--- config.mk ---
export PLATFORM = sky130hd
export DESIGN_NAME = silence_therm_enc
export DESIGN_NICKNAME = d
export VERILOG_FILES = /design/src/rtl/silence_therm_pkg.sv /design/src/rtl/step_timer.sv /design/src/rtl/therm_chain.sv /design/src/rtl/code_hold.sv /design/src/rtl/silence_therm_enc.sv
export SDC_FILE = /design/constraint.sdc
export NUM_CORES = 1
export LEC_CHECK = 0
export BUFFER_PORTS_ARGS = -buffer_cell sky130_fd_sc_hd__buf_2
export CAP_MARGIN = 20
export CORE_MARGIN = 2
export CORE_UTILIZATION = 57
export DETAILED_ROUTE_END_ITERATION = 12
export PLACE_DENSITY = 0.92
export RECOVER_POWER = 25
export SLEW_MARGIN = 20
export SYNTH_ARGS = -nofsm -noshare
export SYNTH_HDL_FRONTEND = slang
export SYNTH_SLANG_ARGS = --single-unit
--- constraint.sdc ---
create_clock -name clk_i -period 6.8 [get_ports clk_i]
set_clock_uncertainty 0.05 [all_clocks]
set_input_delay 0.34 -clock clk_i [delete_from_list [all_inputs] [get_ports clk_i]]
set_output_delay 0.34 -clock clk_i [all_outputs]
set_load 0.01 [all_outputs]
--- src/rtl/silence_therm_pkg.sv ---
`timescale 1ns/1ps
package silence_therm_pkg;
  localparam int unsigned DEF_STAGES = 8;
  localparam int unsigned DEF_STEP_TICKS = 10;
endpackage

--- src/rtl/step_timer.sv ---
`timescale 1ns/1ps
module step_timer #(
  parameter int unsigned STEP_TICKS = 10
) (
  input  logic clk_i,
  input  logic rst_ni,
  input  logic tick_i,
  input  logic run_i,
  input  logic full_i,
  output logic step_o
);
  localparam int unsigned CW = $clog2(STEP_TICKS + 1);
  localparam logic [CW-1:0] LAST = CW'(STEP_TICKS - 1);

  logic [CW-1:0] cnt_q;
  logic          adv;

  assign adv    = run_i & tick_i & ~full_i;
  assign step_o = adv & (cnt_q == LAST);

  always_ff @(posedge clk_i or negedge rst_ni) begin
    if (!rst_ni) begin
      cnt_q <= '0;
    end else if (!run_i) begin
      cnt_q <= '0;
    end else if (adv) begin
      cnt_q <= (cnt_q == LAST) ? '0 : cnt_q + 1'b1;
    end
  end

  p_cnt_bound_r2: assert property (@(posedge clk_i) disable iff (!rst_ni)
    cnt_q <= LAST);

  p_restart_r5: assert property (@(posedge clk_i) disable iff (!rst_ni)
    !run_i |=> cnt_q == '0);
endmodule

--- src/rtl/therm_chain.sv ---
`timescale 1ns/1ps
module therm_chain #(
  parameter int unsigned N_STAGES = 8
) (
  input  logic                clk_i,
  input  logic                rst_ni,
  input  logic                run_i,
  input  logic                step_i,
  output logic [N_STAGES-1:0] stages_o,
  output logic                full_o
);
  logic [N_STAGES-1:0] stages_q;

  for (genvar k = 0; k < N_STAGES; k++) begin : g_stage
    logic prev_set;
    if (k == 0) begin : g_first
      assign prev_set = 1'b1;
    end else begin : g_next
      assign prev_set = stages_q[k-1];
    end
    // slow rise on a step, fast clear when silence ends
    always_ff @(posedge clk_i or negedge rst_ni) begin
      if (!rst_ni)               stages_q[k] <= 1'b0;
      else if (!run_i)           stages_q[k] <= 1'b0;
      else if (step_i && prev_set) stages_q[k] <= 1'b1;
    end
  end

  assign stages_o = stages_q;
  assign full_o   = stages_q[N_STAGES-1];

  p_clear_r5: assert property (@(posedge clk_i) disable iff (!rst_ni)
    !run_i |=> stages_q == '0);

  p_one_step_r2: assert property (@(posedge clk_i) disable iff (!rst_ni)
    run_i |=> $countones(stages_q) <= $countones($past(stages_q)) + 1);

  p_saturate_r3: assert property (@(posedge clk_i) disable iff (!rst_ni)
    (run_i && stages_q[N_STAGES-1]) |=> $stable(stages_q));

  p_valid_live_r8: assert property (@(posedge clk_i) disable iff (!rst_ni)
    (stages_q & (stages_q + 1'b1)) == '0);
endmodule

--- src/rtl/code_hold.sv ---
`timescale 1ns/1ps
module code_hold #(
  parameter int unsigned N_STAGES = 8,
  localparam int unsigned CNTW = $clog2(N_STAGES + 1)
) (
  input  logic                clk_i,
  input  logic                rst_ni,
  input  logic                latch_i,
  input  logic [N_STAGES-1:0] live_i,
  output logic [N_STAGES-1:0] code_o,
  output logic [CNTW-1:0]     count_o
);
  logic [N_STAGES-1:0] code_q;
  logic [CNTW-1:0]     ones;

  always_ff @(posedge clk_i or negedge rst_ni) begin
    if (!rst_ni)      code_q <= '0;
    else if (latch_i) code_q <= live_i;
  end

  always_comb begin
    ones = '0;
    for (int k = 0; k < N_STAGES; k++) ones = ones + CNTW'(code_q[k]);
  end

  assign code_o  = code_q;
  assign count_o = ones;

  p_hold_r7: assert property (@(posedge clk_i) disable iff (!rst_ni)
    !latch_i |=> $stable(code_q));

  p_capture_r6: assert property (@(posedge clk_i) disable iff (!rst_ni)
    latch_i |=> code_q == $past(live_i));

  p_count_r8: assert property (@(posedge clk_i) disable iff (!rst_ni)
    32'(count_o) == $countones(code_o));
endmodule

--- src/rtl/silence_therm_enc.sv ---
`timescale 1ns/1ps
module silence_therm_enc
  import silence_therm_pkg::*;
#(
  parameter int unsigned N_STAGES   = DEF_STAGES,
  parameter int unsigned STEP_TICKS = DEF_STEP_TICKS,
  localparam int unsigned CNTW = $clog2(N_STAGES + 1)
) (
  input  logic                clk_i,
  input  logic                rst_ni,
  input  logic                tick_i,
  input  logic                start_i,
  input  logic                latch_i,
  output logic [N_STAGES-1:0] therm_o,
  output logic [CNTW-1:0]     count_o
);
  logic                step;
  logic                full;
  logic [N_STAGES-1:0] live;

  step_timer #(.STEP_TICKS(STEP_TICKS)) u_timer (
    .clk_i  (clk_i),
    .rst_ni (rst_ni),
    .tick_i (tick_i),
    .run_i  (start_i),
    .full_i (full),
    .step_o (step)
  );

  therm_chain #(.N_STAGES(N_STAGES)) u_chain (
    .clk_i    (clk_i),
    .rst_ni   (rst_ni),
    .run_i    (start_i),
    .step_i   (step),
    .stages_o (live),
    .full_o   (full)
  );

  code_hold #(.N_STAGES(N_STAGES)) u_hold (
    .clk_i   (clk_i),
    .rst_ni  (rst_ni),
    .latch_i (latch_i),
    .live_i  (live),
    .code_o  (therm_o),
    .count_o (count_o)
  );

  p_valid_out_r8: assert property (@(posedge clk_i) disable iff (!rst_ni)
    (therm_o & (therm_o + 1'b1)) == '0);
endmodule

==> flow_summary.toml, run 1 <==
[outcome]
status = "finished clean"

[floorplanning]
fp.dieH_um = 45.59
dieArea_um2 = 2078
die_x_um = 45.59
io-pin-count = 17
fp-row-count = 15
placeableCoreArea_um2 = 1670
start_util = 0.5903

[cts]
cts_tree = "yes"
clk_pin_slew_ns = 0.12
cts_sinks = 20
root_buffer = "clkbuf_4"
cts_resized = 0
htreeDepth = 1
ctsHoldBuffers = 1
cts_buffers = 3
clock_path_buffers = 2
postCtsSetupBuffers = 0
insertion_delay_ns = 0.31

[worst_setup_path]
cp_data_arrival_time_ns = 3.06
cp-end-kind = "output port"
cp_max_fo = 3
worstPathRequired_ns = 6.41
max_stage_delay_ns = 0.50
crit_path_start = "u_hold.code_o[1]$_DFFE_PN0P_"
reg2reg_depth = 4
path_cells = "ha_1 -> inv_1 -> fa_1 -> fa_1 -> fa_1 -> fa_1 -> xnor2_1 -> buf_2"
startpoint_type = "flip-flop"
regToRegEndpoint = "u_timer.cnt_q[2]$_DFFE_PN0P_"
crit_path_frequent_cell = "fa_1"
crit_slowest_cell = "fa_1"
r2r_start = "u_timer.cnt_q[0]$_DFFE_PN0P_"
rrSetupSlack_ns = 5.20
criticalPathCategory = "flip-flop to output port"

[synthesis]
synth_edf_count = 0
syn_avg_cell_area_um2 = 10.72
ys_types = 21
yosysTopAreaCell = "dfrtp_1"
synth_area_leaders = "dfrtp_1 51%, fa_1 8.1%, ha_1 6.3%, a22o_1 6.2%, inv_1 5.7%"
synth_commonest_cells = "20 x dfrtp_1, 15 x inv_1, 9 x nand2_1"
synth_fp_nets = 106
synth.top_cell.area_share = 0.5076
synth-xor-area-share = 0.008883
netlist_instances = 92
synth_warnings = 0
synth_seq_area_share = 0.5076
yosys.area_share.simple = 0.1155
async_flop_share = 1.000
synth_compound_area_frac = 0.1320
synth-seq-cells = 20
synth_top_family_by_area = "adder cells"
synthAdderAreaFrac = 0.1447
synth_ff_type = "dfrtp_1"
synth_area_um2 = 985.9
synth.most_common_cell = "dfrtp_1"
synthMuxAreaShare = 0.02284

[placement]
place_congestion = 0.7912
dpl.hpwl_um = 1254
place_inst = 122
postPlaceCellArea_um2 = 1076
portBuffers = 16
dp_worst_setup_slack_ns = 3.702

[drt]
wl_per_cell_um = 12.95
drt_iter0_markers = 7
drt-pass1-iter-count = 2
wl_um = 1645
route.detailed.drc = 0
ant_nets = 0
vias = 682
vias_per_cell = 5.370

[min_path]
hold_path.class = "input port to flip-flop"
min_from = "start_i"
whs_path_depth = 2
worst_hold_path.endpoint = "u_chain.g_stage[4].prev_set$_DFFE_PN0P_"

[global_route]
grt_pass1_wl_um = 2829
track_usage = 0.1930
overflow = 0
grt_pass1_vias = 663
antenna_found_initial = 0
grt_start_max_net_pins = 21

[power]
power.total_mw = 0.2300
powerDensity_nw_per_um2 = 202.2
ir_drop_mv = 0.2201
leakagePower_nw = 0.5881

[sta]
fin_ws_ns = 3.352
slew_violations = 0
finalSetupTns_ns = 0
slew_headroom = 0.3312
fin_crit_sh = 0.5070
timing.fmax_mhz = 290.1
holdWs_ns = 0.3249
min_period_ns = 3.448
hold_viol = 0
setup_violations = 0
worstMarginPinSlew_ns = 1.003
rsz0062_at_grt = "false"

[final_layout]
post-route-util = 0.6809
design_area_um2 = 1137
layout.nets = 125
area_delta_synth_final_pct = 15.36
layout-drive-gt1-share = 0.1909
instances_no_fill = 127
num_antenna_cells = 0

[flow_run]
maxCapViolations = 0
-- placed cells by master, fill, tap and decap left out, drive strengths merged --
cell,netlist,layout
ha,5,5
clkbuf,3,4
nand3,2,2
buf,0,15
nor2,1,1
o21a,1,1
a31oi,1,1
or3,3,3
a21oi,4,4
nand2,9,9
nand2b,2,2
or4,1,1
and3b,1,1
nor2b,2,2
bufinv,0,1
o21ai,7,7
dlygate4sd3,0,1
inv,15,15
mux2,2,2
a22o,7,7
xnor2,1,1
and3,1,1
fa,4,4
dfrtp,20,20
-- final cells by class --
class / count / area (um2)
Clock buffer: 3 / 22.52
Clock inverter: 1 / 30.03
Fill cell: 129 / 533.0
Inverter: 15 / 56.30
Multi-Input combinational cell: 54 / 417.9
Sequential cell: 20 / 500.5
Tap cell: 17 / 21.27
Timing Repair Buffer: 17 / 88.84
-- worst max-delay path by stage --
stage,endpoint,slack (ns),cells past startpoint
global route,count_o[2],3.24,8
detailed placement,count_o[2],3.70,8
global placement,count_o[2],3.76,8
floorplan,count_o[2],3.75,7
finish,count_o[2],3.35,8
CTS,count_o[2],3.34,8
-- routing by layer --
metal  GRT usage  share of wire
met5           0              0
met4     0.07059          0.011
met2      0.3070           0.51
met1      0.2623           0.45
met3     0.03571          0.021
-- cell families (layout without fill, tap and decap cells) --
group                      Yosys count  after routing
AOI/OAI and AO/OA                   20             20
muxes                                2              2
DFF                                 20             20
buffers and inverters               18             36
adders and majority gates            9              9
xor gates and xnor gates             1              1
and+or+nand+nor                     22             22
-- flip-flops by register name, indices dropped and copies added, names as in the netlist --
register and count:
u_timer.cnt_q 4, u_hold.code_o 8, u_chain.full_o 1, u_chain.g_stage.prev_set 7
-- critical path: cells and delay by family, from the launching register on --
family	cells	cell delay, ns
xor+xnor	1	0.13
fa+ha+maj	5	2.01
buf+inv	2	0.19
flops	1	0.42
-- power breakdown --
group	internal [mW]	switching, mW	total, mW
registers	0.120	0.00103	0.121
clock network	0.0596	0.0399	0.0995
logic	0.00312	0.00648	0.00960
total	0.183	0.0474	0.230
(Power assumes the default switching activity.)
==> run 2: changes to the inputs <==
- CORE_UTILIZATION: 57 -> 48
- PLACE_DENSITY: 0.92 -> 0.84
- clock period: 6.8 -> 2.8 ns (I/O delays scaled with it)
==> run 2 against run 1 <==
Die area up 17%. Highest routed layer unchanged. The run now ends with setup timing left. Clock power up 31%. Sequential share of layout area down 1.3 points. Critical path type unchanged. Largest power group unchanged. Global-route usage down 2.4 points. Core utilization down 7.8 points. Cell area up 3.0%.
==> flow_summary.toml, run 2 (synthesis results as in run 1) <==
[final_layout]
layout-drive-gt1-share = 0.2655
layout_commonest_cell = "dfrtp_1"
design_area_um2 = 1171
layout_common_cells = "20 x dfrtp_1, 14 x buf_2, 13 x inv_1, 9 x nand2_1"
num_antenna_cells = 0
area_delta_synth_final_pct = 18.78
instances_no_fill = 140
nFillCells = 159
layout.nets = 129
largest_reg_flops = 8
multi_input_area_um2 = 432.9
regArea_um2 = 500.5
post-route-util = 0.6031

[worst_setup_path]
max_stage_delay_ns = 0.52
startpoint_type = "flip-flop"
r2r_start = "u_timer.cnt_q[0]$_DFFE_PN0P_"
reg2reg_depth = 4
regToRegEndpoint = "u_timer.cnt_q[2]$_DFFE_PN0P_"
worstPathRequired_ns = 2.61
crit_family = "adder cells"
cp_data_arrival_time_ns = 3.00
crit_slowest_cell = "fa_2"
crit_buf_inv = 3
criticalPathCategory = "flip-flop to output port"
cp_max_fo = 2
rrSetupSlack_ns = 1.18
cp-end-kind = "output port"
path_cells = "ha_1 -> inv_2 -> fa_1 -> fa_1 -> fa_2 -> fa_2 -> inv_1 -> buf_2"

[power]
powerDensity_nw_per_um2 = 381.7
ir_drop_mv = 0.2982
leakagePower_nw = 0.6033

[floorplanning]
start_util = 0.5077
io-pin-count = 17
dieArea_um2 = 2432
placeableCoreArea_um2 = 1942
fp-row-count = 16
fp.dieH_um = 49.32
die_x_um = 49.32

[sta]
timing.fmax_mhz = 313.6
worstMarginPinSlew_ns = 1.025
slew_headroom = 0.3165
setup_violations = 4
fin_crit_sh = 1.139
slew_violations = 0
fin_ws_ns = -0.3889
min_period_ns = 3.189
hold_viol = 0
rsz0062_at_grt = "true"

[global_route]
overflow = 0
track_usage = 0.1692
antenna_found_initial = 0
grt_start_max_net_pins = 21
grt_pass1_vias = 731
grt_pass1_wl_um = 3091

[cts]
cts_buffers = 3
cts_tree = "yes"
clock_path_buffers = 2
clk_pin_slew_ns = 0.10
root_buffer = "clkbuf_4"
insertion_delay_ns = 0.29
cts_sinks = 20
htreeDepth = 1

[min_path]
whs_path_depth = 2
worst_hold_path.endpoint = "u_chain.g_stage[7].prev_set$_DFFE_PN0P_"
min_from = "start_i"
hold_path.class = "input port to flip-flop"

[drt]
vias = 697
wl_um = 1713
drt-pass1-iter-count = 4
drt_iter0_markers = 7
ant_nets = 0
wl_per_cell_um = 12.24
route.detailed.drc = 0
vias_per_cell = 4.979

[flow_run]
maxCapViolations = 0

[placement]
place_congestion = 0.7551
portBuffers = 16
postPlaceCellArea_um2 = 1114
place_inst = 134
dpl.hpwl_um = 1349

[outcome]
status = "finished with violations"
violations = "setup timing"
run 2: cell count changes in the layout (fill, tap and decap cells not counted), sizes merged:
cell and change:
buf +4, bufinv -1
run 2: worst register-to-register path, cell delays in order (launching register included):
cell and delay [ns]:
dfrtp_1 0.43, ha_1 0.22, and3b_1 0.22, or4_1 0.49, a21oi_1 0.14
run 2: worst max path at each step:
stage / cells after the start / endpoint / slack (ns) / startpoint
6_report: 8 / count_o[1] / -0.39 / u_hold.code_o[0]$_DFFE_PN0P_
4_1_cts: 8 / count_o[1] / -0.39 / u_hold.code_o[0]$_DFFE_PN0P_
3_5_place_dp: 8 / count_o[1] / -0.12 / u_hold.code_o[0]$_DFFE_PN0P_
3_3_place_gp: 8 / count_o[1] / -0.06 / u_hold.code_o[0]$_DFFE_PN0P_
2_1_floorplan: 7 / count_o[1] / -0.006 / u_hold.code_o[0]$_DFFE_PN0P_
5_1_grt: 8 / count_o[1] / -0.50 / u_hold.code_o[0]$_DFFE_PN0P_
run 2: through the flow:
| step | power (mW) | worst slack [ns] | hold slack, ns | TNS, ns |
|---|---|---|---|---|
| 2_1_floorplan | 0.3106 | -0.005707 | -0.2056 | -0.005707 |
| 3_3_place_gp | 0.3208 | -0.06187 | 0.05056 | -0.08338 |
| 3_5_place_dp | 0.3218 | -0.1218 | 0.05463 | -0.2199 |
| 4_1_cts | 0.4514 | -0.3929 | 0.1313 | -0.9813 |
| 5_1_grt | 0.4671 | -0.5027 | 0.1485 | -1.505 |
| 6_report | 0.4471 | -0.3889 | 0.1434 | -1.059 |
run 2: routing by layer:
layer / share of wire / track usage
met1: 0.44 / 0.2037
met2: 0.51 / 0.2860
met3: 0.037 / 0.03681
met4: 0.0093 / 0.08095
met5: 0 / 0
run 2: cell type report:
cell class	count	area share
clock buffers	3	0.01923
inverters	15	0.04808
multi-input cells	54	0.3697
flip-flops and latches	20	0.4274
well taps	27	0.02885
repair buffers	21	0.1068
run 2: where the power goes:
part           switching, mW  total (mW)  internal, mW  leakage, nW
clock network         0.0803       0.130        0.0500       0.0138
logic                 0.0157      0.0232       0.00751        0.311
registers            0.00262       0.293         0.291        0.278
total                 0.0986       0.447         0.348        0.603
run 2: what timing repair did:
action | CTS | global route
endpoints found under the hold margin | 20 | 0
resized for setup | 3 | 2
pin swaps | 1 | 0
endpoints found under the setup margin | 4 | 4
hold buffers | 1 | 0
setup buffers | 1 | 1
